$ cat src/rtl/cfg_pkg.sv
package cfg_pkg;

  localparam int unsigned WORD_W = 32;

  // Register byte offsets.
  localparam logic [7:0] OFS_DATA = 8'hA0;
  localparam logic [7:0] OFS_CTRL = 8'hA4;
  localparam logic [7:0] OFS_STAT = 8'hA8;

  // Control word layout, most significant field first.
  typedef struct packed {
    logic        launch;
    logic        is_write;
    logic [3:0]  ctl_idx;
    logic [5:0]  func;
    logic [1:0]  spare;
    logic [1:0]  site;
    logic [3:0]  stack_pos;
    logic [11:0] dev;
  } cfg_word_t;

  // Bits that are kept when the control word is stored.
  localparam logic [31:0] CTRL_KEEP = 32'h7FF3_FFFF;

  // Function codes.
  localparam logic [5:0] FN_CLOCK   = 6'd1;
  localparam logic [5:0] FN_VOLTAGE = 6'd2;
  localparam logic [5:0] FN_VIDMUX  = 6'd7;
  localparam logic [5:0] FN_OFF     = 6'd8;
  localparam logic [5:0] FN_RESTART = 6'd9;
  localparam logic [5:0] FN_DISPLAY = 6'd11;

  localparam logic [1:0] SITE_MAIN = 2'd0;
  localparam logic [1:0] SITE_DAUG = 2'd1;

  localparam int unsigned MB_CLOCKS = 6;
  localparam logic [31:0] MB_VIO_UV = 32'd3300000;

  // Motherboard clock reset table, entry 0 in the low word.
  localparam logic [MB_CLOCKS*32-1:0] MB_CLK_RST = {
    32'd24000000, 32'd24000000, 32'd24000000,
    32'd24000000, 32'd23750000, 32'd50000000
  };

endpackage

$ cat src/rtl/cfg_clk_bank.sv
module cfg_clk_bank #(
  parameter int unsigned N     = 2,
  parameter int unsigned IDX_W = 1,
  parameter logic [N*32-1:0] RST = '0
) (
  input  logic             clk,
  input  logic             rst_n,
  input  logic             we,
  input  logic [IDX_W-1:0] idx,
  input  logic [31:0]      wdata,
  output logic [31:0]      rdata
);

  logic [31:0] entry [N];

  for (genvar g = 0; g < N; g++) begin : g_entry
    always_ff @(posedge clk or negedge rst_n) begin
      if (!rst_n)
        entry[g] <= RST[g*32 +: 32];
      else if (we && (32'(idx) == g))
        entry[g] <= wdata;
    end
  end

  always_comb begin
    rdata = '0;
    for (int i = 0; i < N; i++)
      if (32'(idx) == i) rdata = entry[i];
  end

endmodule

$ cat src/rtl/cfg_decode.sv
module cfg_decode
  import cfg_pkg::*;
#(
  parameter int unsigned DB_CLOCKS  = 2,
  parameter int unsigned DB_SENSORS = 2,
  parameter logic [DB_SENSORS*32-1:0] DB_VOLT = '0
) (
  input  cfg_word_t   word,
  input  logic [31:0] mb_clk,
  input  logic [31:0] db_clk,
  output logic        ok,
  output logic [31:0] rd_val,
  output logic        mb_we,
  output logic        db_we,
  output logic        off_req,
  output logic        restart_req
);

  logic base_ok, at_main, at_daug, main_dev0;
  logic [31:0] sensor_val;

  assign base_ok   = (word.ctl_idx == '0) && (word.stack_pos == '0) &&
                     (word.site == SITE_MAIN || word.site == SITE_DAUG);
  assign at_main   = base_ok && (word.site == SITE_MAIN);
  assign at_daug   = base_ok && (word.site == SITE_DAUG);
  assign main_dev0 = at_main && (word.dev == '0);

  always_comb begin
    sensor_val = '0;
    for (int i = 0; i < DB_SENSORS; i++)
      if (32'(word.dev) == i) sensor_val = DB_VOLT[i*32 +: 32];
  end

  always_comb begin
    ok = 1'b0; rd_val = '0; mb_we = 1'b0; db_we = 1'b0;
    off_req = 1'b0; restart_req = 1'b0;
    unique case (word.func)
      FN_CLOCK: begin
        if (at_main && 32'(word.dev) < MB_CLOCKS) begin
          ok = 1'b1; rd_val = mb_clk; mb_we = word.is_write;
        end else if (at_daug && 32'(word.dev) < DB_CLOCKS) begin
          ok = 1'b1; rd_val = db_clk; db_we = word.is_write;
        end
      end
      FN_VOLTAGE: begin
        if (!word.is_write) begin
          if (main_dev0) begin
            ok = 1'b1; rd_val = MB_VIO_UV;
          end else if (at_daug && 32'(word.dev) < DB_SENSORS) begin
            ok = 1'b1; rd_val = sensor_val;
          end
        end
      end
      FN_VIDMUX, FN_DISPLAY: ok = word.is_write && main_dev0;
      FN_OFF: begin
        ok = word.is_write && main_dev0; off_req = ok;
      end
      FN_RESTART: begin
        ok = word.is_write && main_dev0; restart_req = ok;
      end
      default: ok = 1'b0;
    endcase
  end

endmodule

$ cat src/rtl/cfg_xact_top.sv
module cfg_xact_top
  import cfg_pkg::*;
#(
  parameter int unsigned DB_CLOCKS  = 2,
  parameter logic [DB_CLOCKS*32-1:0] DB_CLK_RST = {32'd33000000, 32'd66000000},
  parameter int unsigned DB_SENSORS = 2,
  parameter logic [DB_SENSORS*32-1:0] DB_VOLT = {32'd1800000, 32'd1000000}
) (
  input  logic        clk,
  input  logic        rst_n,
  input  logic        bus_wr,
  input  logic [7:0]  bus_addr,
  input  logic [31:0] bus_wdata,
  output logic [31:0] bus_rdata,
  output logic        poweroff_pulse,
  output logic        restart_pulse
);

  localparam int unsigned MB_IW = $clog2(MB_CLOCKS);
  localparam int unsigned DB_IW = (DB_CLOCKS > 1) ? $clog2(DB_CLOCKS) : 1;

  cfg_word_t   cw;
  logic        wr_data, wr_ctrl, wr_stat, go;
  logic [31:0] data_q, ctrl_q;
  logic [1:0]  stat_q;
  logic        off_q, rst_q;

  logic        d_ok, d_mb_we, d_db_we, d_off, d_restart;
  logic [31:0] d_rd, mb_rd, db_rd;

  assign cw      = cfg_word_t'(bus_wdata);
  assign wr_data = bus_wr && (bus_addr == OFS_DATA);
  assign wr_ctrl = bus_wr && (bus_addr == OFS_CTRL);
  assign wr_stat = bus_wr && (bus_addr == OFS_STAT);
  assign go      = wr_ctrl && cw.launch;

  cfg_clk_bank #(.N(MB_CLOCKS), .IDX_W(MB_IW), .RST(MB_CLK_RST)) u_mb (
    .clk(clk), .rst_n(rst_n), .we(go && d_mb_we),
    .idx(cw.dev[MB_IW-1:0]), .wdata(data_q), .rdata(mb_rd)
  );

  cfg_clk_bank #(.N(DB_CLOCKS), .IDX_W(DB_IW), .RST(DB_CLK_RST)) u_db (
    .clk(clk), .rst_n(rst_n), .we(go && d_db_we),
    .idx(cw.dev[DB_IW-1:0]), .wdata(data_q), .rdata(db_rd)
  );

  cfg_decode #(.DB_CLOCKS(DB_CLOCKS), .DB_SENSORS(DB_SENSORS), .DB_VOLT(DB_VOLT)) u_dec (
    .word(cw), .mb_clk(mb_rd), .db_clk(db_rd), .ok(d_ok), .rd_val(d_rd),
    .mb_we(d_mb_we), .db_we(d_db_we), .off_req(d_off), .restart_req(d_restart)
  );

  always_ff @(posedge clk or negedge rst_n) begin
    if (!rst_n) begin
      data_q <= '0; ctrl_q <= '0; stat_q <= '0; off_q <= 1'b0; rst_q <= 1'b0;
    end else begin
      off_q <= go && d_off;
      rst_q <= go && d_restart;
      if (wr_ctrl) ctrl_q <= bus_wdata & CTRL_KEEP;
      if (go) begin
        stat_q <= {~d_ok, 1'b1};
        if (d_ok && !cw.is_write) data_q <= d_rd;
      end else begin
        if (wr_stat) stat_q <= bus_wdata[1:0];
        if (wr_data) data_q <= bus_wdata;
      end
    end
  end

  always_comb begin
    unique case (bus_addr)
      OFS_DATA: bus_rdata = data_q;
      OFS_CTRL: bus_rdata = ctrl_q;
      OFS_STAT: bus_rdata = {30'd0, stat_q};
      default:  bus_rdata = '0;
    endcase
  end

  assign poweroff_pulse = off_q;
  assign restart_pulse  = rst_q;

  AST_CTRL_MASKED: assert property (@(posedge clk) disable iff (!rst_n)
    wr_ctrl |=> (bus_rdata[31] == 1'b0 || bus_addr != OFS_CTRL) && ctrl_q[31] == 1'b0 && ctrl_q[19:18] == 2'b00);
  AST_LAUNCH_DONE: assert property (@(posedge clk) disable iff (!rst_n)
    go |=> stat_q[0]);
  AST_BAD_CTL_ERR: assert property (@(posedge clk) disable iff (!rst_n)
    (go && (cw.ctl_idx != '0 || cw.stack_pos != '0 || cw.site[1])) |=> (stat_q == 2'b11));
  AST_PULSE_SHORT: assert property (@(posedge clk) disable iff (!rst_n)
    (poweroff_pulse || restart_pulse) |=> !(poweroff_pulse || restart_pulse));
  AST_PULSE_EXCL: assert property (@(posedge clk) disable iff (!rst_n)
    $onehot0({poweroff_pulse, restart_pulse}));
  AST_STAT_WRITE: assert property (@(posedge clk) disable iff (!rst_n)
    wr_stat |=> stat_q == $past(bus_wdata[1:0]));
  AST_DATA_HOLD: assert property (@(posedge clk) disable iff (!rst_n)
    !(wr_data || go) |=> $stable(data_q));

endmodule

$ cat config.mk
export PLATFORM = sky130hd
export DESIGN_NAME = cfg_xact_top
export DESIGN_NICKNAME = d
export VERILOG_FILES = /design/src/rtl/cfg_pkg.sv /design/src/rtl/cfg_clk_bank.sv /design/src/rtl/cfg_decode.sv /design/src/rtl/cfg_xact_top.sv
export SDC_FILE = /design/constraint.sdc
export NUM_CORES = 1
export LEC_CHECK = 0
export BUFFER_PORTS_ARGS = -buffer_cell sky130_fd_sc_hd__buf_2
export CORE_ASPECT_RATIO = 0.8
export CORE_MARGIN = 5
export CORE_UTILIZATION = 56
export DETAILED_ROUTE_END_ITERATION = 8
export GPL_TIMING_DRIVEN = 0
export PLACE_DENSITY = 0.78
export SKIP_CTS_REPAIR_TIMING = 1
export SYNTH_ARGS = -nofsm -noshare
export SYNTH_HDL_FRONTEND = slang
export SYNTH_SLANG_ARGS = --single-unit
$ cat constraint.sdc
create_clock -name clk -period 1.6 [get_ports clk]
set_input_delay 0.08 -clock clk [delete_from_list [all_inputs] [get_ports clk]]
set_output_delay 0.08 -clock clk [all_outputs]
set_load 0.02 [all_outputs]
# After elaboration in Yosys (flattened, before gate mapping)

Index checks and enable logic that the tools add are counted.

Register bits: 321
Bits in latches: 0
RAM bits: 0
Bits in read-only memories: 0
Input bits: 43
Memories kept: 0

$add $sub $neg: 0
Multipliers: 0
Div/mod/pow operators: 0
Magnitude comparators: 2
Eq/ne operators: 17
Shift operators: 0
Muxes and demuxes: 33
Bitwise gates (word level): 2
Reductions and logical operators: 36

Operators with widths:

| operator                                                               | number |
|---|---|
| 32-bit 2-to-1 mux                                                      | 14 |
| 32-bit one-hot mux with 3 select lines                                 | 1 |
| 32-bit one-hot mux with 2 select lines                                 | 1 |
| 21-bit 2-to-1 mux                                                      | 2 |
| 1-bit logical AND                                                      | 25 |
| 8-bit equality test, second input constant                             | 3 |
| 20-bit 2-to-1 mux                                                      | 1 |
| 6-bit by 4-bit equality test with 1-bit output, second input constant  | 3 |
| 12-bit by 1-bit equality test with 1-bit output, second input constant | 1 |
| 12-bit logical NOT                                                     | 1 |
| 12-bit by 2-bit < comparator with 1-bit output, second input constant  | 1 |
| 12-bit by 3-bit < comparator with 1-bit output, second input constant  | 1 |
| 1-bit 2-to-1 mux                                                       | 11 |
| 4-bit logical NOT                                                      | 2 |
| 3-bit by 2-bit equality test with 1-bit output, second input constant  | 2 |
| 3-bit equality test, second input constant                             | 2 |
| 6-bit by 1-bit equality test with 1-bit output, second input constant  | 1 |
| 6-bit by 2-bit equality test with 1-bit output, second input constant  | 1 |
| 6-bit by 3-bit equality test with 1-bit output, second input constant  | 1 |
| 2-bit 2-to-1 mux                                                       | 2 |
| 2-bit nonzero test                                                     | 2 |
| 4-bit OR reduction                                                     | 1 |
| 3-bit by 1-bit equality test with 1-bit output, second input constant  | 1 |
| 3-bit logical NOT                                                      | 1 |
| 8 further kinds                                                        | 9 |

# Logic depth before layout (Yosys ltp)

Word-level depth: 12
Gate-level depth with buffers: 9

# Hierarchy

Synthesis repeated with hierarchy kept, for this count alone.

Cells, all modules: 1153
Area total of the unflattened synthesis: 15792.6 µm²

By module, submodules not included:

| module              | instances | cells each | area each (µm²) | sequential area each (µm²) |
|---|---|---|---|---|
| cfg_clk_bank (u_mb) | 1         | 597        | 8783.4          | 4884.7 |
| cfg_xact_top        | 1         | 239        | 3243.1          | 1626.6 |
| cfg_clk_bank (u_db) | 1         | 173        | 2806.4          | 1631.6 |
| cfg_decode          | 1         | 144        | 959.7           | 0.0 |

# Least setup slack after synthesis

OpenSTA, ideal clock, no wires.

Path kind: input to register
Start: in bus_addr[1]
End: reg u_mb.entry[107] (netlist name)
Library setup time: 0.125 ns
Data arrival time: 2.152 ns
Setup slack: -0.677 ns
Cell stages on the path: 8
Path buffers: 2
Path through: or4b_4 > nor4_4 > and3_2 > nand3_4 > nor2b_1 > buf_4 > buf_6 > mux2_2

Cells in the longest elaborated chain, start to end: 5

Ends and longest elaborated chain:

| item                            | RTL line           | RTL |
|---|---|---|
| from (decl)                     | cfg_xact_top.sv:12 | `input logic [7:0] bus_addr,` |
| 8-bit equality test             | cfg_xact_top.sv:33 | `assign wr_ctrl = bus_wr && (bus_addr == OFS_CTRL);` |
| 1-bit logical AND               | cfg_xact_top.sv:33 |  |
| 1-bit logical AND               | cfg_xact_top.sv:35 | `assign go = wr_ctrl && cw.launch;` |
| 1-bit logical AND               | cfg_xact_top.sv:38 | `.clk(clk), .rst_n(rst_n), .we(go && d_mb_we),` |
| 1-bit logical AND               | cfg_clk_bank.sv:20 | `else if (we && (32'(idx) == g))` |
| to (signal, indexed assignment) | cfg_clk_bank.sv:19 | `entry[g] <= RST[g*32 +: 32];` |
| to (signal, indexed assignment) | cfg_clk_bank.sv:21 | `entry[g] <= wdata;` |
| to (decl)                       | cfg_clk_bank.sv:14 | `logic [31:0] entry [N];` |

No other way between the ends.
A chain may end at the register's enable or synchronous reset.

# Worst setup path after layout

Start: in bus_addr[4]
End: reg u_mb.entry[46] (netlist name)

Same word-level chain as after synthesis.

==> results.ini <==
[outcome]
violations=hold timing, setup timing
status=finished, violations left

[die]
dieArea_mm2=0.0313
pin_count=77
fp.dieH_um=159
start_util=0.570
rows=54
coreArea_mm2=0.0274
fp.dieW_um=197

[finish]
drive_above_1_share=0.511
fin_util=0.743
area_delta_synth_final_pct=30.5
nets=1520
multi_input_area_mm2=0.00777
final-seq-area_mm2=0.00815
fillers=1626

[pwr]
cellLeakagePower_nw=9.36
powerDensity_mw_per_mm2=849
vdd_drop_max_uv=730

[synthesis]
synth_ff_type=dfrtp_1
synth-adder-area-share=0
syn_nets=1300
synthMuxAreaShare=0.259
synth_area_mm2=0.0156
synth_cell_types=67
yosys.area_share.xor_xnor=0
synth_top_family_by_area=multiplexers
synthTopCellsByArea=dfrtp_1, mux2_2, dfstp_2
synth_cells=1257
synth_top_area_share=0.374
avgSynthCellArea_um2=12.4
yosys.area_share.simple=0.0774
synth_seq_cells=321
yosysSeqAreaShare=0.522
yosys.area.top_type=dfrtp_1
synth-compound-area-share=0.105
synth_warnings=0
ys_async_sr_fraction=1.00
synth_edf_count=0

[timing]
hold_viol=3
tightest_slew_ps=1060
worst_hold_slack_ps=-25.2
finalSetupViolCount=317
rsz0062_at_grt=yes
fmax_mhz=508
max_slew_margin=0.296
slew_viol_final=0
fin_worst_skew_ps=17.4
finalWorstSetupSlack_ps=-367
fin_crit_sh=1.23
min_period_ps=1970

[detailed_routing]
vias_per_cell=6.89
drtIter0Drc=1901
totalWireLength_mm=56.8
routedWlPerCell_um=30.4
drcViolationCount=0
ant_nets=0
vias=12900
drt-pass1-iter-count=7

[grt]
grt_pass1_wl_mm=75.8
grt_max_degree=116
antenna_found_initial=1
grt_use_total=0.319
first_global_vias=11900
grt-ovfl-total=0

[cts]
cts_buffer_depth=3
cts.sinks=321
cts_tree=done
root_buffer=clkbuf_16
clk_pin_slew_ps=70
clock_latency_ps=520
numCtsBuffers=34
cts.htree.levels=2

[job]
maxCapViolCount=0

[place]
io_buffers=73
dp_slack_ps=-1540
globalplace.congestion=0.963
hpwl_mm=33.0

[setup_path]
critPathKind=primary input to register
arrival_ps=2360
end_kind=register
critPathMaxFanout=5
critPathRequiredTime_ps=2000
start_kind=primary input

[min_path]
worstHoldPathType=primary input to register

metal layers:
layer,part of all wire,track usage
met4,0.057,0.118
met3,0.14,0.0850
met2,0.43,0.460
met1,0.38,0.465
met5,0.00035,0
path summary, 6_finish.rpt:
path,startpoint,end,slack (ps),cells after the start
worst max-delay path,bus_addr[4],u_mb.entry[46],-370,9
worst min-delay path,bus_wdata[29],data_q[29],-30,3
worst max register to register,u_mb.entry[123],data_q[27],-280,5
worst min register to register,u_mb.entry[145],u_mb.entry[145],460,2
max in group asynchronous,rst_n,data_q[1],330,3
min in group asynchronous,rst_n,u_mb.entry[148],220,2
power breakdown:
group          switching [mW]  leakage (nW)  internal, mW
Combinational           0.903          4.72         0.391
Sequential             0.0637          4.13          8.23
Clock                    3.35         0.512          4.33
per-stage QoR:
step | instances | TNS [ps] | cell area (um2) | hold WS (ps) | power [mW]
global route | 1866 | -74550 | 20300 | 0.773 | 17.6
floorplan | 1257 | -117310 | 16300 | -216 | 8.93
finish | 1867 | -67660 | 20300 | -25.2 | 17.3
CTS | 1757 | -235910 | 18300 | -363 | 17.1
detailed placement | 1696 | -411170 | 17200 | 169 | 9.52
global placement | 1694 | -1993020 | 17100 | 370 | 9.48
cell families (layout without fill, tap and decap cells):
kind of cell           count (synthesis)  in the layout
AO/OA/AOI/OAI                        224            224
AND/OR/NAND/NOR                      240            240
flip-flops                           321            321
other                                  0              1
multiplexers                         346            346
buffers and inverters                126            371
Yosys cell counts (13+ instances only):
| cell | count |
|---|---|
| a211oi_1 | 13 |
| a22o_1 | 27 |
| mux2_1 | 17 |
| clkbuf_1 | 61 |
| o2bb2ai_1 | 15 |
| mux2_2 | 266 |
| dfstp_2 | 88 |
| mux4_2 | 18 |
| buf_2 | 20 |
| a21oi_1 | 57 |
| nand2b_1 | 14 |
| a222oi_1 | 13 |
| dfrtp_1 | 233 |
| nand2_1 | 78 |
| nor2_1 | 64 |
| mux2i_1 | 45 |
| buf_1 | 25 |
| nor3_1 | 18 |
cell type report:
type                            instances  share of cell area
Sequential cell                       321               0.400
Multi-Input combinational cell        810               0.382
Timing Repair Buffer                  189              0.0921
Buffer                                115              0.0498
Clock buffer                           52              0.0492
Tap cell                              364              0.0224
Clock inverter                          9             0.00295
Inverter                                6             0.00111
Antenna cell                            1            0.000123
state kept, by name, indices dropped and copies added, names as in the netlist:
signal and cells:
u_mb.entry 192, restart_pulse 1, poweroff_pulse 1, ctrl_q 29, u_db.entry 64, stat_q 2, data_q 32
critical path: stages:
cell and delay [ps]:
buf_8 90, or4b_4 560, nor4_4 310, and3_4 280, nand3_4 130, nor2_4 240, buf_4 190, clkbuf_16 170
mux2_4 300
placed cells by master (no fill, tap or decap), types with 20 or more instances in the layout:
cell,count
dfrtp_1,231
mux2_2,175
mux2_4,102
dfstp_2,88
nand2_1,76
buf_4,62
buf_2,58
nor2_1,56
buf_6,53
clkbuf_16,50
mux2i_1,45
a21oi_1,42
clkbuf_1,28
dlygate4sd3_1,26
a22o_1,25
buf_12,20
(Power assumes the default switching activity.)
